--- config.mk ---
export PLATFORM = sky130hd
export DESIGN_NAME = port_regfile
export DESIGN_NICKNAME = d
export VERILOG_FILES = /design/src/rtl/port_regfile.sv
export SDC_FILE = /design/constraint.sdc
export NUM_CORES = 1
export LEC_CHECK = 0
export ABC_CLOCK_PERIOD_IN_PS = 1400
export BUFFER_PORTS_ARGS = -buffer_cell sky130_fd_sc_hd__clkbuf_2
export CAP_MARGIN = 5
export CORE_MARGIN = 2
export CORE_UTILIZATION = 44
export CTS_CLUSTER_DIAMETER = 100
export DETAILED_ROUTE_END_ITERATION = 7
export GPL_ROUTABILITY_DRIVEN = 0
export PLACE_DENSITY = 0.79
export SYNTH_ARGS = -nofsm -noshare
export SYNTH_HDL_FRONTEND = slang
export SYNTH_SLANG_ARGS = --single-unit
--- constraint.sdc ---
create_clock -name clk -period 1.4 [get_ports clk]
set_clock_uncertainty 0.2 [all_clocks]
set_input_delay 0.14 -clock clk [delete_from_list [all_inputs] [get_ports clk]]
set_output_delay 0.14 -clock clk [all_outputs]
set_load 0.005 [all_outputs]
--- src/rtl/port_regfile.sv ---
module port_regfile #(
  parameter int W  = 8,
  parameter int AW = 3
) (
  input  logic          clk,
  input  logic          rst_n,
  input  logic [AW-1:0] bus_addr,
  input  logic          bus_wr,
  input  logic          bus_rd,
  input  logic [W-1:0]  bus_wdata,
  output logic [W-1:0]  bus_rdata,
  input  logic [W-1:0]  pin_in,
  input  logic [W-1:0]  array_oe,
  input  logic [W-1:0]  ocell_q,
  input  logic [W-1:0]  icell_q,
  output logic [W-1:0]  pin_out,
  output logic [W-1:0]  pin_oe,
  output logic [W-1:0]  ocell_ld_en,
  output logic [W-1:0]  ocell_ld_data
);
  localparam logic [AW-1:0] OFS_DIN  = AW'(0);
  localparam logic [AW-1:0] OFS_DOUT = AW'(1);
  localparam logic [AW-1:0] OFS_DIR  = AW'(2);
  localparam logic [AW-1:0] OFS_OCEL = AW'(3);
  localparam logic [AW-1:0] OFS_MASK = AW'(4);
  localparam logic [AW-1:0] OFS_ICEL = AW'(5);
  localparam logic [AW-1:0] OFS_OE   = AW'(6);

  logic [W-1:0] dout_q, dir_q, mask_q, rd_mux;
  logic         ocel_wr;

  always_ff @(posedge clk) begin
    if (!rst_n) begin
      dout_q <= '0;
      dir_q  <= '0;
      mask_q <= '0;
    end else if (bus_wr) begin
      case (bus_addr)
        OFS_DOUT: dout_q <= bus_wdata;
        OFS_DIR:  dir_q  <= bus_wdata;
        OFS_MASK: mask_q <= bus_wdata;
        default:  ;
      endcase
    end
  end

  assign pin_out       = dout_q;
  assign pin_oe        = dir_q | array_oe;
  assign ocel_wr       = bus_wr && (bus_addr == OFS_OCEL);
  assign ocell_ld_en   = ocel_wr ? ~mask_q : '0;
  assign ocell_ld_data = ocel_wr ? bus_wdata : '0;

  always_comb begin
    case (bus_addr)
      OFS_DIN:  rd_mux = pin_in;
      OFS_DOUT: rd_mux = dout_q;
      OFS_DIR:  rd_mux = dir_q;
      OFS_OCEL: rd_mux = ocell_q;
      OFS_MASK: rd_mux = mask_q;
      OFS_ICEL: rd_mux = icell_q;
      OFS_OE:   rd_mux = pin_oe;
      default:  rd_mux = '0;
    endcase
  end

  assign bus_rdata = bus_rd ? rd_mux : '0;

  a_r2_dout_drives_pins: assert property (@(posedge clk) disable iff (!rst_n)
    (bus_wr && bus_addr == OFS_DOUT) |=> (pin_out == $past(bus_wdata)));

  a_r4_dir_enables_pins: assert property (@(posedge clk) disable iff (!rst_n)
    (bus_wr && bus_addr == OFS_DIR) |=> ((pin_oe & $past(bus_wdata)) == $past(bus_wdata)));

  a_r6_load_only_on_write: assert property (@(posedge clk) disable iff (!rst_n)
    (ocell_ld_en != '0) |-> (bus_wr && bus_addr == OFS_OCEL));

  a_r9_ro_write_ignored: assert property (@(posedge clk) disable iff (!rst_n)
    (bus_wr && (bus_addr == OFS_DIN || bus_addr == OFS_ICEL || bus_addr == OFS_OE || bus_addr == AW'(7)))
    |=> (pin_out == $past(pin_out)));

  a_r9_idle_read_zero: assert property (@(posedge clk) disable iff (!rst_n)
    !bus_rd |-> (bus_rdata == '0));
endmodule

# Yosys cells after proc, flatten, opt, wreduce, memory -nomap -nowiden
# Index checks and enable logic that the tools add are counted.
# classes
n_mux	4
addsub	0
shift	0
multipliers	0
n_reduce_logical	5
n_div	0
bitwise	2
magnitude_cmp	0
eq_ne	6
# op_table
operator	count
8-bit one-hot mux with 7 select lines	1
8-bit two-way mux	3
3-bit equality test (second input constant)	3
8-bit NOT	1
8-bit bitwise OR	1
3-bit by 2-bit equality test with 1-bit output (second input constant)	2
2-bit AND reduction	3
3-bit by 1-bit equality test with 1-bit output (second input constant)	1
3-bit zero test	1
1-bit logical AND	1
# totals
out_inout_bits	40
mem_count	0
mem_bits_rw	0
in_bits	47
mem_bits_ro	0
elab_cells	20
register_bits	24
latchBits	0

# Logic depth before layout (Yosys ltp)
# Gate-level depths: netlist of the first run.
# logic_depth
depth_word	3
mapped_depth	6
mapped_depth_nobuf	4

# Worst setup path before layout of the first run
# OpenSTA, ideal clock, no wires.
# synth_path
path_type	input to output
startpoint	input port bus_addr[0]
endpoint	output port bus_rdata[3]
required_ns	1.060
path_slack_ns	0.101
path_buffers	2
arrival_ns	0.959
stages	5
cell_sequence	buf_4 -> buf_2 -> nor2_1 -> a22oi_1 -> a31oi_1
# synth_between
elab_chain_len	3
elab_cells_between_ends	9
cone_classes	eq/ne: 6; mux: 2; reduce/logical: 1
# synth_rtl
item	line_no	text
start, declared	7	input logic [AW-1:0] bus_addr,
3-bit equality test (tied with other cells)	54	case (bus_addr)
8-bit one-hot mux with 7 select lines (*)	54	
8-bit two-way mux (*)	66	assign bus_rdata = bus_rd ? rd_mux : '0;
end, declared	11	output logic [W-1:0] bus_rdata,
# Every way passes the cells marked *; elsewhere a longest branch is shown, timed or not.

# Worst setup path after layout of the first run
# layout_path
startpoint	register mask_q[4]
endpoint	output port bus_rdata[4]
# layout_between
elab_chain_len	2
# layout_rtl
item	line_no	text
start, declared	29	logic [W-1:0] dout_q, dir_q, mask_q, rd_mux;
start signal, assigned	41	OFS_MASK: mask_q <= bus_wdata;
8-bit one-hot mux with 7 select lines	54	
8-bit two-way mux	66	
# Every way passes these cells.

==> results of run 1 <==
==> stage by stage <==
| stage | hold WS [ns] | std cells | area (um2) |
|---|---|---|---|
| finish | 0.0645 | 361 | 2530 |
| global placement | 0.214 | 347 | 2240 |
| CTS | 0.117 | 366 | 2470 |
| global route | 0.0636 | 361 | 2530 |
| floorplan | 0.0748 | 194 | 1560 |
| detailed placement | 0.214 | 347 | 2240 |
==> critical path, stage by stage, from the launching register on <==
cell      delay, ns
dfxtp_1        0.34
mux4_2         0.47
nor2_1         0.12
a211oi_1       0.06
clkbuf_2       0.12
==> synthesized netlist by cell type <==
library cell	count
and2_1	8
a22oi_1	4
a211oi_1	3
nor3_2	1
o21ai_0	1
or2_1	2
buf_2	4
a32o_1	1
nor2_1	13
nand3b_1	2
nor3_1	1
and3_1	2
mux4_2	2
mux2_2	4
nand2_1	37
or2_2	8
mux2_1	2
clkbuf_1	3
inv_2	1
a32oi_1	4
or3_1	1
a221o_1	1
a21boi_0	7
nor2b_1	9
buf_4	3
a21oi_1	9
a31oi_1	3
dfxtp_1	24
and3b_1	1
nand3_1	7
a21o_1	4
nor2b_2	1
buf_6	2
mux2i_1	10
a21boi_1	9
==> metal layers <==
layer,share of wire,vias to the layer above,global-route usage
met5,0,-,0
met4,0.012,0,0.109
met3,0.091,7,0.0679
met2,0.49,105,0.437
met1,0.40,912,0.347
li1,-,925,-
==> final timing paths <==
path                start           end  slack, ns  depth (start not counted)
max             mask_q[4]  bus_rdata[4]      -0.36                          4
min          bus_wdata[4]      dir_q[4]       0.06                          3
max reg2reg     mask_q[7]     mask_q[7]       0.38                          3
min reg2reg      dir_q[4]      dir_q[4]       0.28                          2
==> area by class of cell <==
| class | instances | area (um2) | share of cell area |
|---|---|---|---|
| clock buffers | 3 | 22.5 | 0.00891 |
| inverters | 1 | 3.75 | 0.00149 |
| well taps | 46 | 57.6 | 0.0228 |
| flip-flops and latches | 24 | 505 | 0.200 |
| repair buffers | 130 | 862 | 0.341 |
| multi-input cells | 157 | 1080 | 0.426 |
==> sequential cells by signal, indices dropped and copies added, names as in the netlist <==
signal / count
dir_q: 8
pin_out: 8
mask_q: 8
==> logic make-up after synthesis <==
group	Yosys count	synth area share
muxes	18	0.137
and+or+nand+nor	93	0.294
DFF	24	0.308
buffers and inverters	13	0.0514
AOI/OAI and AO/OA	46	0.210
==> timing repair <==
action | 4_1_cts | 5_1_grt
cloned | 0 | 0
hold buffers | 8 | 0
endpoints found under the setup margin | 26 | 31
pin swaps | 15 | 5
buffers inserted | 8 | 0
hold endpoints to repair | 24 | 0
gates resized for setup | 25 | 35
==> power by group through the flow <==
stage	Clock [mW]	Sequential (mW)	Combinational, mW
3_3_place_gp	0	0.723	0.383
6_report	0.310	0.709	0.454
2_1_floorplan	0	0.721	0.182
4_1_cts	0.308	0.709	0.430
3_5_place_dp	0	0.724	0.387
5_1_grt	0.341	0.711	0.489
==> flow_metrics.py, run 1 <==
metrics = {
    "outcome": {
        "status": "finished, violations left",
        "violations": "setup timing",
    },
    "synthesis": {
        "avgSynthCellArea_um2": 8.03,
        "synthesis.nets": 241,
        "yosys_register_bits": 24,
        "ys_seq_area_frac": 0.308,
        "yosysWarnings": 0,
        "yosysTopAreaCell": "dfxtp_1",
        "ys_top_cells_by_area": "dfxtp_1 31%, nand2_1 8.9%, mux2i_1 6.4%, a21boi_1 4.3%, nor2b_1 3.6%",
        "syn_area_um2": 1560,
        "netlist-cell-type-count": 35,
        "syn_inst": 194,
        "synth_top_area_frac": 0.308,
    },
    "cts": {
        "cts_buffer_depth": 2,
        "insertion_delay_ns": 0.31,
        "cts_sinks": 24,
        "numCtsBuffers": 3,
        "cts_tree": "built",
        "clockRootBuffer": "clkbuf_4",
        "h-tree-depth": 1,
        "clk_pin_slew_ns": 0.13,
    },
    "cells_and_area": {
        "layout-drive-gt1-share": 0.549,
        "nets": 364,
        "final_util": 0.751,
        "final_common_cell": "clkbuf_2",
        "area_growth_pct": 62.2,
        "fill_cells": 250,
        "diodes": 0,
        "most-common-layout-cells": "75 x clkbuf_2, 38 x buf_4, 36 x nand2_1",
    },
    "power": {
        "power_mw": 1.47,
        "switchingPower_mw": 0.419,
        "pwr-share-seq": 0.481,
        "power_frac_clock": 0.210,
        "combPwrFrac": 0.308,
        "ir_drop_v": 0.000543,
        "switching_share": 0.285,
        "leakagePower_nw": 1.22,
        "internal_power_mw": 1.05,
        "power_density_nw_per_um2": 583,
    },
    "critical_path": {
        "cp_max_fo": 2,
        "required_ns": 1.06,
        "critical_path_class": "flop to output port",
        "setup.worst_path.start_class": "flop",
        "cp_data_arrival_time_ns": 1.42,
        "end_kind": "output port",
    },
    "floorplanning": {
        "rows": 21,
        "dieArea_um2": 4030,
        "fp.dieW_um": 63.5,
        "core-area_um2": 3360,
        "die-height_um": 63.5,
        "initial_utilization": 0.463,
        "ioPinCount": 87,
    },
    "drt": {
        "wl_per_cell_um": 15.4,
        "drc": 0,
        "drt_iter0_drc": 121,
        "routed_wl_um": 5550,
        "firstDrtPassIters": 4,
        "antenna_left": 0,
        "vias": 1949,
        "via_per_inst": 5.40,
    },
    "placed_design": {
        "dp_slack_ns": -0.204,
        "dp_hpwl_um": 3880,
        "port_buffers": 86,
    },
    "timing": {
        "finalHoldViolations": 0,
        "fin_ws_ns": -0.360,
        "worst_pin_slew_ns": 0.378,
        "drv_slew": 0,
        "finalSetupViolations": 9,
        "period_minus_slack_ns": 1.76,
        "max_freq_mhz": 568,
        "max_slew_margin": 0.748,
        "layout_worst_path_cycle_share": 1.26,
        "rsz0062_at_grt": "yes",
        "setup_tns_ns": -2.27,
    },
    "global_routing": {
        "grt_max_degree": 25,
        "grt_overflow": 0,
        "grt_pass1_vias": 1900,
        "grt_pass1_wl_um": 8820,
        "track_usage": 0.272,
        "grt_antenna_before_repair": 0,
    },
    "hold_path": {
        "hold_class": "input port to flop",
    },
    "run": {
        "drv_cap": 0,
    },
}
Note: power is estimated with default switching activity, not from simulation.
==> run 2, diff against run 1 <==
--- a/config.mk
+++ b/config.mk
@@ -13,6 +13,7 @@
 export CTS_CLUSTER_DIAMETER = 100
 export DETAILED_ROUTE_END_ITERATION = 7
 export GPL_ROUTABILITY_DRIVEN = 0
+export MAX_ROUTING_LAYER = met4
 export PLACE_DENSITY = 0.79
 export SYNTH_ARGS = -nofsm -noshare
 export SYNTH_HDL_FRONTEND = slang
==> run 2 against run 1 <==
  * The run still ends with setup timing left
  * Flip-flop and latch count unchanged
  * Clock-buffer cell count is the same
  * Global-route usage up 0.83 points
  * Via count shrank 0.97%
  * Design area grew 0.35%
  * Worst setup slack got worse by 0.0039 ns
  * Power up 0.11%
  * Sequential share of layout area shrank 0.069 points
  * Non-clock buffer count unchanged
  * Core utilization up 0.26 points
  * Wire length up 0.25%
  * Critical endpoint unchanged
  * Highest routed layer unchanged
==> flow_metrics.py, run 2 (synthesis results as in run 1) <==
metrics = {
    "outcome": {
        "status": "finished, violations left",
        "violations": "setup timing",
    },
    "floorplanning": {
        "initial_utilization": 0.463,
        "dieArea_um2": 4030,
        "core-area_um2": 3360,
        "ioPinCount": 87,
        "rows": 21,
        "fp.dieW_um": 63.5,
        "die-height_um": 63.5,
    },
    "critical_path": {
        "slowest_stage": "mux4_2",
        "cp_max_fo": 2,
        "ff2ff_path_depth": 3,
        "rrSetupSlack_ns": 0.38,
        "path_delay_family": "multiplexers",
        "path_cells": "mux4_2 -> nor2_1 -> a211oi_1 -> clkbuf_2",
        "reg2reg_to": "mask_q[7]",
        "end_kind": "output port",
        "critical_path_class": "flop to output port",
        "cp_data_arrival_time_ns": 1.42,
        "setup.worst_path.start_class": "flop",
        "required_ns": 1.06,
        "startpoint": "mask_q[4]",
        "r2r_start": "mask_q[7]",
        "critPathBufInv": 1,
        "crit_cells": 4,
        "cp_slowest_stage_delay_ns": 0.47,
        "critPathCapture": "bus_rdata[4]",
    },
    "cells_and_area": {
        "diodes": 0,
        "final_util": 0.754,
        "final_common_cell": "clkbuf_2",
        "most-common-layout-cells": "74 x clkbuf_2, 38 x buf_4, 36 x nand2_1",
        "area_growth_pct": 62.8,
        "multiInputGateArea_um2": 1080,
        "nets": 364,
        "fill_cells": 250,
        "layout-drive-gt1-share": 0.552,
        "seq_area_um2": 505,
    },
    "cts": {
        "insertion_delay_ns": 0.31,
        "h-tree-depth": 1,
        "cts_tree": "built",
        "numCtsBuffers": 3,
        "cts_sinks": 24,
        "cts_buffer_depth": 2,
        "clockRootBuffer": "clkbuf_4",
        "clk_pin_slew_ns": 0.14,
    },
    "drt": {
        "wl_per_cell_um": 15.4,
        "drc": 0,
        "firstDrtPassIters": 4,
        "routed_wl_um": 5570,
        "via_per_inst": 5.35,
        "drt_iter0_drc": 118,
        "antenna_left": 0,
        "vias": 1930,
    },
    "global_routing": {
        "grt_pass1_wl_um": 8830,
        "grt_pass1_vias": 1903,
        "grt_max_degree": 25,
        "track_usage": 0.280,
        "grt_antenna_before_repair": 0,
        "grt_overflow": 0,
    },
    "timing": {
        "rsz0062_at_grt": "yes",
        "holdWs_ns": 0.0640,
        "finalHoldViolations": 0,
        "max_freq_mhz": 567,
        "layout_worst_path_cycle_share": 1.26,
        "fin_ws_ns": -0.364,
        "finalSetupViolations": 9,
        "drv_slew": 0,
        "worst_pin_slew_ns": 0.385,
        "period_minus_slack_ns": 1.76,
        "max_slew_margin": 0.744,
    },
    "power": {
        "leakagePower_nw": 1.22,
        "power_density_nw_per_um2": 581,
        "ir_drop_v": 0.000540,
        "power_frac_clock": 0.210,
        "power_mw": 1.47,
        "internal_power_mw": 1.05,
        "switching_share": 0.285,
        "switchingPower_mw": 0.420,
        "combPwrFrac": 0.309,
        "pwr-share-seq": 0.481,
    },
    "placed_design": {
        "dp_hpwl_um": 3880,
        "port_buffers": 86,
        "dp_slack_ns": -0.204,
    },
    "hold_path": {
        "hold_class": "input port to flop",
    },
    "run": {
        "drv_cap": 0,
    },
}
## run 2: changes by cell type in the layout (fill, tap and decap cells not counted), sizes merged
cell,before,now
buf,47,48
clkbuf,78,77
## run 2: power by group through the flow
stage	clock, mW	combinational (mW)	sequential (mW)
4_1_cts	0.308	0.430	0.709
6_report	0.310	0.455	0.709
5_1_grt	0.341	0.490	0.711
3_3_place_gp	0	0.383	0.723
3_5_place_dp	0	0.387	0.724
2_1_floorplan	0	0.182	0.721
## run 2: per-stage QoR
| stage | instances | TNS, ns | cell area [um2] |
|---|---|---|---|
| after floorplan | 194 | 0 | 1560 |
| after global placement | 347 | -5.46 | 2240 |
| after detailed placement | 347 | -6.36 | 2240 |
| after CTS | 366 | -2.13 | 2470 |
| after global routing | 361 | -2.75 | 2540 |
| final | 361 | -2.27 | 2540 |
## run 2: worst min-delay path: stages
cell	delay (ns)
dlymetal6s4s_1	0.28
nand2_1	0.08
a21boi_1	0.05
## run 2: worst min path at each step
stage / start / endpoint / slack (ns) / cells past startpoint
2_1_floorplan: bus_wdata[4] / dir_q[4] / 0.07 / 2
3_3_place_gp: bus_wdata[2] / dir_q[2] / 0.21 / 3
3_5_place_dp: bus_wdata[2] / pin_out[2] / 0.21 / 3
4_1_cts: rst_n / pin_out[5] / 0.12 / 2
5_1_grt: bus_wdata[4] / dir_q[4] / 0.06 / 3
6_report: bus_wdata[4] / dir_q[4] / 0.06 / 3
## run 2: final cells by class
class,count,share of cell area
inverters,1,0.00148
flip-flops and latches,24,0.199
repair buffers,130,0.342
well taps,46,0.0227
multi-input cells,157,0.425
clock buffers,3,0.00888
## run 2: per-layer routing
layer,wire length [um],track usage,up-vias
met2,2760,0.437,89
met5,0,-,-
met3,448,0.0643,6
li1,-,-,926
met1,2300,0.352,909
met4,59,0.109,0
## run 2: repair_timing
action                                  4_1_cts  5_1_grt
resized for setup                            25       37
gates cloned                                  0        0
pin swaps                                    15        5
endpoints found under the setup margin       26       31
hold endpoints to repair                     24        0
hold buffers                                  8        0
buffers inserted                              8        0
